[src/rtl/clk_cal_pkg.sv]
package clk_cal_pkg;

  localparam int NUM_REGS = 7;
  localparam int ADDR_W   = 3;
  localparam int DATA_W   = 8;

  typedef enum logic [ADDR_W-1:0] {
    IDX_SEC  = 3'd0,
    IDX_MIN  = 3'd1,
    IDX_HOUR = 3'd2,
    IDX_DOW  = 3'd3,
    IDX_DATE = 3'd4,
    IDX_MON  = 3'd5,
    IDX_YEAR = 3'd6
  } regIdx_e;

  // strobes from control to datapath
  typedef struct packed {
    logic                incSec;
    logic                incMin;
    logic                incHour;
    logic                incDay;
    logic                incMonth;
    logic                incYear;
    logic [NUM_REGS-1:0] wrSel;
    logic [DATA_W-1:0]   wrData;
  } calCtl_t;

  // field-at-limit flags from datapath to control
  typedef struct packed {
    logic secAtMax;
    logic minAtMax;
    logic hourAtMax;
    logic dateAtMax;
    logic monAtMax;
  } calLimit_t;

  function automatic logic [DATA_W-1:0] writeMask(input int idx);
    case (idx)
      0, 1, 2: return 8'h7F;
      3:       return 8'h07;
      4:       return 8'h3F;
      5:       return 8'h9F;
      default: return 8'hFF;
    endcase
  endfunction

  function automatic logic [7:0] bcdInc(input logic [7:0] v);
    if (v[3:0] == 4'd9) return {v[7:4] + 4'd1, 4'd0};
    return {v[7:4], v[3:0] + 4'd1};
  endfunction

  function automatic logic [6:0] bcdToBin(input logic [7:0] v);
    return ({3'b000, v[7:4]} * 7'd10) + {3'b000, v[3:0]};
  endfunction

endpackage

[src/rtl/clk_cal_ctl.sv]
module clk_cal_ctl
  import clk_cal_pkg::*;
#(
  parameter int TICKS_PER_SEC = 32768
) (
  input  logic              clk,
  input  logic              rstN,
  input  logic              tickIn,
  input  logic              wrEn,
  input  logic [ADDR_W-1:0] wrAddr,
  input  logic [DATA_W-1:0] wrData,
  input  calLimit_t         lim,
  output calCtl_t           ctl,
  output logic              updStrobe
);

  logic                wrHit;
  logic                secTick;
  logic [NUM_REGS-1:0] wrSel;

  assign wrHit = wrEn && (wrAddr < ADDR_W'(NUM_REGS));

  generate
    if (TICKS_PER_SEC <= 1) begin : g_direct
      assign secTick = tickIn & ~wrHit;
    end else begin : g_prescale
      localparam int PS_W = $clog2(TICKS_PER_SEC);
      localparam logic [PS_W-1:0] PS_LAST = PS_W'(TICKS_PER_SEC - 1);
      logic [PS_W-1:0] phase;

      always_ff @(posedge clk or negedge rstN) begin
        if (!rstN)           phase <= '0;
        else if (wrHit)      phase <= '0;
        else if (tickIn)     phase <= (phase == PS_LAST) ? '0 : phase + 1'b1;
      end

      assign secTick = tickIn & ~wrHit & (phase == PS_LAST);
    end
  endgenerate

  for (genvar i = 0; i < NUM_REGS; i++) begin : g_sel
    assign wrSel[i] = wrEn && (wrAddr == ADDR_W'(i));
  end

  always_comb begin
    ctl          = '0;
    ctl.incSec   = secTick;
    ctl.incMin   = secTick      & lim.secAtMax;
    ctl.incHour  = ctl.incMin   & lim.minAtMax;
    ctl.incDay   = ctl.incHour  & lim.hourAtMax;
    ctl.incMonth = ctl.incDay   & lim.dateAtMax;
    ctl.incYear  = ctl.incMonth & lim.monAtMax;
    ctl.wrSel    = wrSel;
    ctl.wrData   = wrData;
  end

  always_ff @(posedge clk or negedge rstN) begin
    if (!rstN) updStrobe <= 1'b0;
    else       updStrobe <= secTick;
  end

endmodule

[src/rtl/clk_cal_dp.sv]
module clk_cal_dp
  import clk_cal_pkg::*;
(
  input  logic              clk,
  input  logic              rstN,
  input  calCtl_t           ctl,
  output calLimit_t         lim,
  output logic [DATA_W-1:0] secReg,
  output logic [DATA_W-1:0] minReg,
  output logic [DATA_W-1:0] hourReg,
  output logic [DATA_W-1:0] dowReg,
  output logic [DATA_W-1:0] dateReg,
  output logic [DATA_W-1:0] monReg,
  output logic [DATA_W-1:0] yearReg
);

  logic       mode12;
  logic       isLeap;
  logic       yearAtMax;
  logic [7:0] monthDays;
  logic [6:0] yearBin;
  logic [7:0] secNext, minNext, hourNext, dowNext, dateNext, monNext, yearNext;

  assign mode12  = hourReg[6];
  assign yearBin = bcdToBin(yearReg);
  assign isLeap  = (yearBin[1:0] == 2'b00);

  // month length in BCD
  always_comb begin
    case (monReg[4:0])
      5'h02:                      monthDays = isLeap ? 8'h29 : 8'h28;
      5'h04, 5'h06, 5'h09, 5'h11: monthDays = 8'h30;
      default:                    monthDays = 8'h31;
    endcase
  end

  always_comb begin
    lim.secAtMax  = (secReg == 8'h59);
    lim.minAtMax  = (minReg == 8'h59);
    lim.hourAtMax = mode12 ? (hourReg[5] && hourReg[4:0] == 5'h11)
                           : (hourReg[5:0] == 6'h23);
    lim.dateAtMax = (dateReg == monthDays);
    lim.monAtMax  = (monReg[4:0] == 5'h12);
  end
  assign yearAtMax = (yearReg == 8'h99);

  // next-value logic per field
  always_comb begin
    logic [7:0] hInc;
    secNext  = lim.secAtMax  ? 8'h00 : bcdInc(secReg);
    minNext  = lim.minAtMax  ? 8'h00 : bcdInc(minReg);
    dateNext = lim.dateAtMax ? 8'h01 : bcdInc(dateReg);
    yearNext = yearAtMax     ? 8'h00 : bcdInc(yearReg);
    dowNext  = (dowReg[2:0] == 3'd7) ? 8'h01 : {5'b0, dowReg[2:0] + 3'd1};
    monNext  = {monReg[7] ^ (ctl.incYear & yearAtMax), 2'b00,
                lim.monAtMax ? 5'h01 : bcdInc({3'b0, monReg[4:0]})[4:0]};
    hInc     = bcdInc({3'b0, hourReg[4:0]});
    if (mode12) begin
      if (hourReg[4:0] == 5'h12)      hourNext = {2'b01, hourReg[5], 5'h01};
      else if (hourReg[4:0] == 5'h11) hourNext = {2'b01, ~hourReg[5], 5'h12};
      else                            hourNext = {2'b01, hourReg[5], hInc[4:0]};
    end else begin
      hourNext = lim.hourAtMax ? 8'h00 : bcdInc({2'b00, hourReg[5:0]});
    end
  end

  // register bank: write wins over advance
  always_ff @(posedge clk or negedge rstN) begin
    if (!rstN) begin
      secReg  <= 8'h00;
      minReg  <= 8'h00;
      hourReg <= 8'h00;
      dowReg  <= 8'h01;
      dateReg <= 8'h01;
      monReg  <= 8'h01;
      yearReg <= 8'h00;
    end else begin
      if (ctl.wrSel[IDX_SEC])       secReg  <= ctl.wrData & writeMask(IDX_SEC);
      else if (ctl.incSec)          secReg  <= secNext;
      if (ctl.wrSel[IDX_MIN])       minReg  <= ctl.wrData & writeMask(IDX_MIN);
      else if (ctl.incMin)          minReg  <= minNext;
      if (ctl.wrSel[IDX_HOUR])      hourReg <= ctl.wrData & writeMask(IDX_HOUR);
      else if (ctl.incHour)         hourReg <= hourNext;
      if (ctl.wrSel[IDX_DOW])       dowReg  <= ctl.wrData & writeMask(IDX_DOW);
      else if (ctl.incDay)          dowReg  <= dowNext;
      if (ctl.wrSel[IDX_DATE])      dateReg <= ctl.wrData & writeMask(IDX_DATE);
      else if (ctl.incDay)          dateReg <= dateNext;
      if (ctl.wrSel[IDX_MON])       monReg  <= ctl.wrData & writeMask(IDX_MON);
      else if (ctl.incMonth)        monReg  <= monNext;
      if (ctl.wrSel[IDX_YEAR])      yearReg <= ctl.wrData & writeMask(IDX_YEAR);
      else if (ctl.incYear)         yearReg <= yearNext;
    end
  end

endmodule

[src/rtl/clk_cal_top.sv]
module clk_cal_top
  import clk_cal_pkg::*;
#(
  parameter int TICKS_PER_SEC = 32768
) (
  input  logic              clk,
  input  logic              rstN,
  input  logic              tickIn,
  input  logic              wrEn,
  input  logic [ADDR_W-1:0] wrAddr,
  input  logic [DATA_W-1:0] wrData,
  output logic [DATA_W-1:0] secReg,
  output logic [DATA_W-1:0] minReg,
  output logic [DATA_W-1:0] hourReg,
  output logic [DATA_W-1:0] dowReg,
  output logic [DATA_W-1:0] dateReg,
  output logic [DATA_W-1:0] monReg,
  output logic [DATA_W-1:0] yearReg,
  output logic              updStrobe
);

  calCtl_t   ctl;
  calLimit_t lim;

  clk_cal_ctl #(.TICKS_PER_SEC(TICKS_PER_SEC)) u_ctl (
    .clk(clk), .rstN(rstN), .tickIn(tickIn), .wrEn(wrEn),
    .wrAddr(wrAddr), .wrData(wrData), .lim(lim), .ctl(ctl),
    .updStrobe(updStrobe)
  );

  clk_cal_dp u_dp (
    .clk(clk), .rstN(rstN), .ctl(ctl), .lim(lim),
    .secReg(secReg), .minReg(minReg), .hourReg(hourReg), .dowReg(dowReg),
    .dateReg(dateReg), .monReg(monReg), .yearReg(yearReg)
  );

endmodule

[config.mk]
export PLATFORM = sky130hd
export DESIGN_NAME = clk_cal_top
export DESIGN_NICKNAME = d
export VERILOG_FILES = /design/src/rtl/clk_cal_pkg.sv /design/src/rtl/clk_cal_ctl.sv /design/src/rtl/clk_cal_dp.sv /design/src/rtl/clk_cal_top.sv
export SDC_FILE = /design/constraint.sdc
export NUM_CORES = 1
export LEC_CHECK = 0
export BUFFER_PORTS_ARGS = -buffer_cell sky130_fd_sc_hd__buf_4
export CAP_MARGIN = 20
export CORE_MARGIN = 2
export CORE_UTILIZATION = 52
export CTS_BUF_LIST = sky130_fd_sc_hd__clkbuf_16
export DETAILED_ROUTE_END_ITERATION = 8
export PLACE_DENSITY_LB_ADDON = 0.12
export REMOVE_ABC_BUFFERS = 1
export SYNTH_ARGS = -nofsm -noshare
export SYNTH_HDL_FRONTEND = slang
export SYNTH_SLANG_ARGS = --single-unit
[constraint.sdc]
create_clock -name clk -period 3 [get_ports clk]
set_input_delay 0.15 -clock clk [delete_from_list [all_inputs] [get_ports clk]]
set_output_delay 0.15 -clock clk [all_outputs]
set_load 0.01 [all_outputs]
==> impl_results.md <==
- Power Total: 3.02 mW
- CTS root buf: clkbuf_16
- Clk pwr share: 0.342
- Cell count after synthesis: 499
- Logic pwr share: 0.261
- Sw Ratio: 0.330
- Initial antenna violation count: 0
- Final core occ: 0.641
- RSZ-0062 raised after global routing: no
- Largest net degree at the start of global routing: 65
- DRT iter0 DRCs: 226
- Slew headroom: 0.453
- Portion of netlist area occupied by mux cells: 0.0214
- Setup crit start kind: flip-flop
- First-pass GRT wire length: 18600 um
- TritonCTS Buffers: 9
- Final hold violation count: 0
- Clock Latency Late Sink: 0.33 ns
- Reg2reg start: u_dp.monReg[0]
- Hold_sp: wrData[7]
- Final setup viols: 0
- Crit path kind: flip-flop to flip-flop
- # rows: 33
- Post-Synth XOR/XNOR Area: 0.0246
- Nets@finish: 606
- Final worst-path cycle share: 0.957
- Clock Sinks: 64
- Hold Path Class: primary input to flip-flop
- Post-Synth Adder-Cell Area: 0.0527
- Die Wd: approximately 95 um
- Main combinational cell family by area after synthesis: simple AND/OR/NAND/NOR gates
- Vias in the first global route: between 3000 and 4000
- HPWL after detailed placement: 8030 um
- Core ar.: between 0.008 and 0.009 mm^2
- Max-capacitance violation count: 0
- CTS max path bufs: 2
- WP data required: 3.23 ns
- Skew final: about 0.01 ns
- Synth Area in Simple Gates: 0.272
- Psw: around 1.0 mW
- Status: finished clean
- CTS tree: built
- Worst setup EP type: flip-flop
- Internal power: 2.02 mW
- Fraction of layout cells with a size suffix above 1: 0.192
- Via density: 6.04
- Routed len/inst: 16.5 um
- Cell Pwr Density: 581 mW/mm^2
- Post-route setup TNS: 0 ns
- Minimum clock period: roughly 2.9 ns
- Dominant synthesized flop cell: dfrtp_1
- Worst setup path startpoint: u_dp.monReg[0]
- Syn-to-layout area delta: 21.5%
- Arr. time, crit path: around 3.1 ns
- FMAX: 348 MHz
- Clk slew on worst S/H paths: 0.06 ns
- Die Area: approximately 0.0090 mm^2
- Least-Margin Pin Slew: 0.820 ns
- Max IR drop VDD: between 0.0002 and 0.0003 V
- Pre-antenna DRT Iters: 5
- Syn Area/Cell: roughly 8.6 um^2
- DR vias: 4128
- DR DRC count: 0
- Initial core utilization: 0.528
- Ant. Diodes: 0
- Routed WL: 11300 um
- Final ANT Viol Nets: 0
- Number of synthesis warnings: 0
- Mapped Area: 0.00427 mm^2
- #FFs+latches synth: between 60 and 70
- Post-synth EDFFs: 0
- Sequential cell area fraction in the yosys report: 0.376
- Fill count: 714
- Ys async rst share: 1.00
- Congestion Overflow GR: 0
- GP Congestion: 0.876
- Synth cell types: 64
- I/O pin count: 72
- Most frequent cells in the layout: buf_4 (78), nand2_1 (64), dfrtp_1 (61), nor2_1 (43), o21ai_0 (39)
- Max-slew violation count: 0
- Die H: between 90 and 100 um
- Sequential share of power: 0.397
- Leak: about 2.3 nW
- Synth Area in Compound Gates: 0.207
- Critical path peak fanout: 10
- H-tree lvl count: 3
- GRT Total Usage: 0.266
- Commonest non-fill, non-tap cell in the layout: buf_4
- Port bufs: 63
==> synthesized netlist by cell type, drive strengths merged (5+ instances only) <==
master,count,share of area
and3,10,0.015
nand3,31,0.036
nand2,64,0.056
or3,7,0.010
inv,19,0.017
ha,18,0.053
o211ai,6,0.011
nand4,9,0.013
a31oi,10,0.015
clkbuf,14,0.012
nor3,6,0.0070
nor2,43,0.038
nor3b,9,0.016
nor2b,10,0.015
xor2,8,0.016
and3b,5,0.010
o21ai,43,0.050
o31ai,7,0.012
a21oi,20,0.024
buf,9,0.017
dfrtp,61,0.36
mux2i,8,0.019
==> power groups by stage <==
stage | Sequential (mW) | Combinational (mW) | Clock (mW)
CTS | 1.19 | 0.795 | 1.04
global route | 1.22 | 0.883 | 1.09
floorplan | 1.23 | 0.378 | 0
global placement | 1.20 | 0.768 | 0
finish | 1.20 | 0.788 | 1.03
detailed placement | 1.21 | 0.789 | 0
==> routing by layer <==
layer,global-route usage,vias to the layer above,routed length (um)
li1,-,1973,-
met1,0.354,1990,4940
met3,0.0503,22,706
met2,0.428,143,5410
met4,0.107,0,234
met5,0,-,0
==> cells by family after synthesis <==
family	count (synthesis)
other	1
AOI/OAI and AO/OA	129
buffers and inverters	42
DFF	64
muxes	9
xor gates and xnor gates	12
adders and majority gates	18
and+or+nand+nor	224
==> path summary, 6_finish.rpt <==
kind | slack [ns] | cells after the start | end
setup / recovery | 0.13 | 6 | u_dp.monReg[4]
hold / removal | 0.05 | 3 | u_dp.yearReg[7]
setup reg to reg | 0.13 | 6 | u_dp.monReg[4]
hold reg to reg | 0.53 | 1 | u_ctl.g_prescale.phase[8]
max in group asynchronous | 2.01 | 2 | u_dp.secReg[1]
min in group asynchronous | 0.47 | 2 | u_ctl.g_prescale.phase[7]
==> flip-flops by register name, indices dropped and copies added (netlist names) <==
signal / flops
u_ctl.updStrobe: 1
u_ctl.g_prescale.phase: 15
u_dp.monReg: 6
u_dp.secReg: 8
u_dp.dowReg: 3
u_dp.yearReg: 8
u_dp.hourReg: 7
u_dp.minReg: 8
u_dp.dateReg: 8
==> metrics by stage <==
step                instance area [um^2]  hold slack (ns)  setup WS (ns)  std cells
floorplan                           4180           -0.146         0.0679        483
global placement                    4880            0.307          0.129        665
detailed placement                  4880            0.304         0.0731        665
CTS                                 5180           0.0516         0.0647        682
global route                        5190           0.0617         0.0211        683
finish                              5190           0.0501          0.129        683
==> layout make-up <==
class / instances / area, um^2 / area share
inverter: 19 / 71.3 / 0.0137
multi-input combinational: 400 / 2500 / 0.481
clock buffer: 9 / 225 / 0.0434
sequential: 64 / 1610 / 0.309
timing repair buffer: 79 / 596 / 0.115
tap: 105 / 131 / 0.0253
clock inverter: 7 / 63.8 / 0.0123
==> worst max-delay path, stage by stage (launching register included) <==
cell      delay (ns)
dfstp_2         0.41
or4b_4          0.57
or4b_4          0.51
a2111o_1        0.49
a21oi_2         0.42
nand3_1         0.13
o311ai_1        0.25
==> timing repair <==
item,4_1_cts,5_1_grt
resized for setup,0,0
buffers inserted,0,1
endpoints found under the setup margin,0,5
endpoints found under the hold margin,61,0
hold buffers,1,0
(Power assumes the default switching activity.)
